`config.mk`:
```
export PLATFORM = sky130hd
export DESIGN_NAME = dma_chain_ch
export DESIGN_NICKNAME = d
export VERILOG_FILES = /design/src/rtl/dma_chain_ch.sv
export SDC_FILE = /design/constraint.sdc
export NUM_CORES = 2
export LEC_CHECK = 0
export ABC_AREA = 0
export BUFFER_PORTS_ARGS = -buffer_cell sky130_fd_sc_hd__buf_4
export CAP_MARGIN = 20
export CORE_MARGIN = 2
export CORE_UTILIZATION = 51
export CTS_CLUSTER_DIAMETER = 40
export CTS_CLUSTER_SIZE = 25
export DETAILED_ROUTE_END_ITERATION = 8
export PLACE_DENSITY = 0.68
export REMOVE_ABC_BUFFERS = 1
export SLEW_MARGIN = 10
export SYNTH_ARGS = -nofsm -noshare
export SYNTH_HDL_FRONTEND = slang
export SYNTH_SLANG_ARGS = --single-unit
```
`constraint.sdc`:
```
create_clock -name clk -period 4.9 [get_ports clk]
set_input_delay 0.245 -clock clk [delete_from_list [all_inputs] [get_ports clk]]
set_output_delay 0.245 -clock clk [all_outputs]
set_load 0.02 [all_outputs]
```
`src/rtl/dma_chain_ch.sv`:
```
module dma_chain_ch #(
  parameter int AW = 32,
  parameter int CW = 17
) (
  input  logic          clk,
  input  logic          rst_n,
  input  logic          reg_we,
  input  logic [7:0]    reg_addr,
  input  logic [31:0]   reg_wdata,
  output logic [31:0]   reg_rdata,
  output logic          mrd_req,
  output logic [AW-1:0] mrd_addr,
  input  logic          mrd_ack,
  input  logic [31:0]   mrd_data,
  output logic          mwr_req,
  output logic [AW-1:0] mwr_addr,
  output logic [31:0]   mwr_data,
  output logic [3:0]    mwr_be,
  input  logic          mwr_ack,
  output logic          irq
);
  localparam int BUFW = 32;
  localparam int IW   = $clog2(BUFW);

  typedef enum logic [2:0] {S_IDLE, S_FETCH, S_SETUP, S_RD, S_WR} st_t;

  st_t           st;
  logic          act, en_q, fet_q, mask_q, sts_q;
  logic [1:0]    smode_q, dmode_q;
  logic [2:0]    bsz_q;
  logic [CW-1:0] cnt_q;
  logic [AW-1:0] src_q, dst_q, nxt_q, cur_q;
  logic [IW:0]   idx, bw;
  logic [31:0]   buf_q [BUFW];

  function automatic logic [7:0] burst_bytes(input logic [2:0] c);
    case (c)
      3'd1:    return 8'd8;
      3'd3:    return 8'd16;
      3'd6:    return 8'd32;
      3'd7:    return 8'd64;
      3'd5:    return 8'd128;
      default: return 8'd4;
    endcase
  endfunction

  logic [CW-1:0] blen, wbytes;
  logic [IW:0]   words;
  logic          rd_hit, wr_hit, last_beat, cmp_set, busy, abort_wr, sts_clr;

  assign blen      = (cnt_q < CW'(burst_bytes(bsz_q))) ? cnt_q : CW'(burst_bytes(bsz_q));
  assign words     = (IW+1)'((blen + CW'(3)) >> 2);
  assign wbytes    = (cnt_q < CW'(4)) ? cnt_q : CW'(4);
  assign rd_hit    = act && mrd_ack;
  assign wr_hit    = act && mwr_ack;
  assign last_beat = (idx == bw - (IW+1)'(1));
  assign cmp_set   = (st == S_SETUP && cnt_q == '0) ||
                     (st == S_WR && wr_hit && last_beat && cnt_q <= CW'(4));
  assign busy      = (st != S_IDLE);
  assign abort_wr  = reg_we && reg_addr == 8'h40 && reg_wdata[20];
  assign sts_clr   = reg_we && reg_addr == 8'hA0 && !reg_wdata[0];

  assign mrd_req  = act && (st == S_FETCH || st == S_RD);
  assign mrd_addr = (st == S_FETCH) ? nxt_q + AW'({idx[1:0], 2'b00}) : src_q;
  assign mwr_req  = act && st == S_WR;
  assign mwr_addr = dst_q;
  assign mwr_data = buf_q[idx[IW-1:0]];
  assign mwr_be   = (cnt_q >= CW'(4)) ? 4'hf : 4'hf >> (3'd4 - {1'b0, cnt_q[1:0]});
  assign irq      = sts_q & mask_q;

  always_comb begin
    case (reg_addr)
      8'h00:   reg_rdata = 32'(cnt_q);
      8'h10:   reg_rdata = 32'(src_q);
      8'h20:   reg_rdata = 32'(dst_q);
      8'h30:   reg_rdata = 32'(nxt_q);
      8'h40:   reg_rdata = {17'd0, busy, fet_q, en_q, 3'd0, bsz_q, dmode_q, smode_q, 2'd0};
      8'h70:   reg_rdata = 32'(cur_q);
      8'h80:   reg_rdata = {31'd0, mask_q};
      8'hA0:   reg_rdata = {31'd0, sts_q};
      default: reg_rdata = '0;
    endcase
  end

  always_ff @(posedge clk) if (st == S_RD && rd_hit) buf_q[idx[IW-1:0]] <= mrd_data;

  always_ff @(posedge clk or negedge rst_n) begin
    if (!rst_n) begin
      st <= S_IDLE; act <= 1'b0; en_q <= 1'b0; fet_q <= 1'b0; mask_q <= 1'b0; sts_q <= 1'b0;
      smode_q <= '0; dmode_q <= '0; bsz_q <= '0; cnt_q <= '0;
      src_q <= '0; dst_q <= '0; nxt_q <= '0; cur_q <= '0; idx <= '0; bw <= '0;
    end else begin
      if (reg_we) begin
        case (reg_addr)
          8'h00: cnt_q <= reg_wdata[CW-1:0];
          8'h10: src_q <= AW'(reg_wdata);
          8'h20: dst_q <= AW'(reg_wdata);
          8'h30: nxt_q <= AW'(reg_wdata);
          8'h40: begin
            smode_q <= reg_wdata[3:2]; dmode_q <= reg_wdata[5:4]; bsz_q <= reg_wdata[8:6];
            en_q <= reg_wdata[12]; fet_q <= reg_wdata[13];
          end
          8'h80: mask_q <= reg_wdata[0];
          default: ;
        endcase
      end
      sts_q <= cmp_set | (sts_q & ~sts_clr);

      case (st)
        S_IDLE: if (fet_q && en_q) begin
          st <= S_FETCH; cur_q <= nxt_q; idx <= '0; fet_q <= 1'b0;
        end
        S_FETCH: if (!act) act <= en_q;
          else if (mrd_ack) begin
            act <= 1'b0;
            case (idx[1:0])
              2'd0: cnt_q <= mrd_data[CW-1:0];
              2'd1: src_q <= AW'(mrd_data);
              2'd2: dst_q <= AW'(mrd_data);
              default: nxt_q <= AW'(mrd_data);
            endcase
            idx <= idx + 1'b1;
            if (idx[1:0] == 2'd3) st <= S_SETUP;
          end
        S_SETUP: if (cnt_q == '0) begin
            if (nxt_q != '0) begin st <= S_FETCH; cur_q <= nxt_q; idx <= '0; end
            else st <= S_IDLE;
          end else begin
            bw <= words; idx <= '0; st <= S_RD;
          end
        S_RD: if (!act) act <= en_q;
          else if (mrd_ack) begin
            act <= 1'b0;
            if (!smode_q[1]) src_q <= src_q + AW'(4);
            if (last_beat) begin idx <= '0; st <= S_WR; end
            else idx <= idx + 1'b1;
          end
        S_WR: if (!act) act <= en_q;
          else if (mwr_ack) begin
            act <= 1'b0;
            if (!dmode_q[1]) dst_q <= dst_q + AW'(4);
            cnt_q <= cnt_q - wbytes;
            if (!last_beat) idx <= idx + 1'b1;
            else if (cnt_q > CW'(4)) st <= S_SETUP;
            else if (nxt_q != '0) begin st <= S_FETCH; cur_q <= nxt_q; idx <= '0; end
            else st <= S_IDLE;
          end
        default: st <= S_IDLE;
      endcase

      if (abort_wr) begin
        st <= S_IDLE; act <= 1'b0; en_q <= 1'b0; fet_q <= 1'b0;
      end
    end
  end
endmodule

```
==> impl_metrics.py <==
metrics = {
    "clock_network": {
        "cts_resized": 0,
        "cts_tree": "done",
        "cts_root_buf": "clkbuf_16",
        "cts_sinks": 1196,
        "post_cts_buffers": 0,
        "worstSkewPairLatency_ns": 0.76,
        "clkTransAtPathRegs_ns": 0.06,
        "cts_max_level": 4,
        "clock_path_buffers": 3,
        "hold_buffers": 86,
        "cts_made_buffers": 145,
    },
    "global_routing": {
        "grt_pass1_wl_microns": 224000,
        "gr-total-overflow": 0,
        "antenna_found_initial": 3,
        "grt_pass1_vias": 32000,
        "grt_usage_pct": 30.2,
        "grt_max_degree": 111,
    },
    "setup_path": {
        "rr_endpoint": "buf_q[15][8]",
        "critPathTopFamily": "simple AND/OR/NAND/NOR gates",
        "slowest_stage": "dfrtp_4",
        "cp-start-kind": "register",
        "crit_chain": "inv_1 > fa_1 > nand3b_1 > or2_2 > nor4_1 > xnor2_1 > o21ai_0 > buf_4",
        "max_stage_delay_ns": 0.71,
        "arrival_ns": 3.82,
        "critPathRequiredTime_ns": 4.66,
        "cp_max_fo": 30,
        "r2r_slack_ns": 1.24,
        "crit_buf_inv": 2,
        "critical_path_class": "register to output port",
        "r2r-start": "st[1]",
        "critPathCaptureType": "output port",
        "r2r_cells": 5,
    },
    "pwr": {
        "ir_drop_mv": 0.464,
        "power_density_mw_per_mm2": 544,
        "leakagePower_nw": 20.8,
    },
    "final_layout": {
        "drive_above_1_share_pct": 26.4,
        "final_nets": 3436,
        "area_growth_pct": 18.3,
        "fin_area_sq_mm": 0.0601,
    },
    "logic_synthesis": {
        "synth_top_area_share_pct": 60.6,
        "synth.ff_latch_count": 1196,
        "ys_seq_area_share_pct": 69.0,
        "synth_cells": 3018,
        "synth_area_sq_mm": 0.0508,
        "yosysWarnings": 0,
        "synth_top_cell_by_area": "edfxtp_1",
        "synth.distinct_cells": 85,
        "synthArstFlopShare_pct": 14.4,
        "synthFlopType": "edfxtp_1",
        "syn_avg_cell_area_sq_um": 16.8,
        "yosys-top-cells-area": "edfxtp_1 61%, mux4_2 11%, dfrtp_1 8.5%, a22oi_1 2.7%, mux2i_1 2.0%",
        "synth_enable_flop_cells": 1024,
    },
    "timing": {
        "fmax_mhz": 246,
        "tightest_slew_ns": 1.12,
        "fin_hold_ws_ns": 0.129,
        "period_share_pct": 83.0,
        "rsz0062_at_grt": "false",
        "finalCriticalPeriod_ns": 4.07,
        "relSlewSlack_pct": 25.1,
        "hold_viol_final": 0,
        "setup_violations": 0,
        "slew_violations": 0,
        "finClkSkew_ns": 0.0328,
    },
    "floorplanning": {
        "io_pins": 212,
        "die_h_microns": 320,
        "start_util_pct": 51.5,
        "die-area_sq_mm": 0.102,
        "core_sq_mm": 0.0986,
        "dieWidth_microns": 320,
        "rows": 115,
    },
    "drt": {
        "drc": 0,
        "vias": 31700,
        "antenna_left": 0,
        "wirelength_microns": 154000,
        "drtIter0Drc": 4242,
        "vias_per_cell": 6.66,
        "drtPass1Iterations": 6,
        "wl_per_cell_microns": 32.3,
    },
    "placed_design": {
        "place_area_sq_mm": 0.0540,
        "portBuffers": 211,
        "gp_congestion": 0.958,
        "hpwl_microns": 94800,
    },
    "job": {
        "maxCapViolCount": 0,
    },
    "outcome": {
        "status": "complete, no violations",
    },
    "min_path": {
        "hold_class": "input port to async pin",
    },
}
per-stage QoR:
step / setup WS, ns / power, mW / cells / utilization (%) / TNS (ns)
CTS: 0.800 / 32.7 / 4750 / 60.9 / 0
global route: 0.617 / 33.7 / 4751 / 60.9 / 0
detailed placement: 1.31 / 21.5 / 4395 / 54.8 / 0
finish: 0.832 / 32.6 / 4752 / 60.9 / 0
floorplan: -7.73 / 17.9 / 2822 / - / -8769.74
global placement: 1.46 / 21.3 / 4395 / 54.8 / 0
worst register-to-register path, stage by stage, from the launching register on:
cell and delay (ns):
dfrtp_1 0.65, inv_1 0.21, nor2_1 0.33, nand3_1 0.74
nor2_4 1.04, buf_4 0.38
power by group:
group	internal, mW	leakage, nW	total (mW)	switching [mW]
clock network	6.45	2.47	11.2	4.76
logic	3.82	6.84	9.04	5.22
registers	11.5	11.5	12.4	0.936
total	21.7	20.8	32.6	10.9
placed cells by master (no fill, tap or decap), drive strengths merged, types with 6 or more instances in the layout:
cell type and count:
a22oi 184, bufinv 13, nand3 72, mux2 45, edfxtp 1024, buf 287, o21ai 64, nor3 34
xnor2 55, ha 16, dfrtp 172, mux4 256, o221ai 41, a22o 15, a221o 31, o211ai 9
a211oi 6, a21o 9, clkinvlp 11, nor2 148, and4 12, o22ai 10, nand3b 6, and2 9
clkbuf 160, clkinv 46, mux2i 99, a21oi 75, and3 21, nand4 58, nor4 23, inv 70
nand2 180, xor2 46, dlygate4sd3 86
worst max path at each step:
stage	cells after the start	from	slack (ns)	endpoint
final	8	idx[1]	0.83	mrd_addr[28]
after global routing	8	idx[1]	0.62	mrd_addr[22]
after CTS	8	idx[1]	0.80	mrd_addr[22]
after detailed placement	5	st[1]	1.31	buf_q[22][21]
after global placement	7	st[2]	1.46	mwr_addr[16]
after floorplan	3	idx[0]	-7.73	buf_q[11][0]
kinds of logic after synthesis:
logic type                 Yosys count  share of synthesized area, %
AOI/OAI and AO/OA                  477                          6.74
muxes                              400                          14.3
DFF                               1196                          69.0
adders and majority gates           17                         0.434
other                                2                        0.0148
and+or+nand+nor                    598                          5.75
buffers and inverters              227                          1.96
xor gates and xnor gates           101                          1.74
synth_stat cells (11+ instances only):
library cell  number
and4_1            11
ha_1              16
a22oi_1          183
xnor2_1           55
a221o_1           31
o21ai_0           63
nand4_1           57
clkbuf_1         133
nor4_1            21
xor2_1            46
inv_1             30
nor2_1           146
o221ai_1          41
a21oi_1           75
nor3_1            33
edfxtp_1        1024
buf_1             23
mux2_2            43
nand3_1           72
dfrtp_1          172
mux2i_1           99
nand2_1          180
buf_2             23
a22o_1            15
and3_1            21
mux4_2           256
area by class of cell:
cell class / count / area, sq um
clock buffers: 160 / 3720
fillers: 7053 / 38500
clock inverters: 109 / 1420
repair buffers: 373 / 3070
flip-flops and latches: 1196 / 35100
inverters: 31 / 116
diodes: 1 / 2.50
well taps: 1287 / 1610
multi-input cells: 1595 / 15000
routing by layer:
layer	wire length [microns]	up-vias	GRT usage, %
met5	0	-	0
met4	6380	0	12.1
met3	15500	338	6.14
met2	73000	2013	47.7
met1	58700	16400	41.5
li1	-	12900	-
flip-flops by register name (all words and copies together) (netlist names), 6 cells and up:
register	cells
buf_q	1024
cur_q	32
mwr_addr	32
nxt_q	32
src_q	32
cnt_q	17
bw	6
idx	6
(Power assumes the default switching activity.)
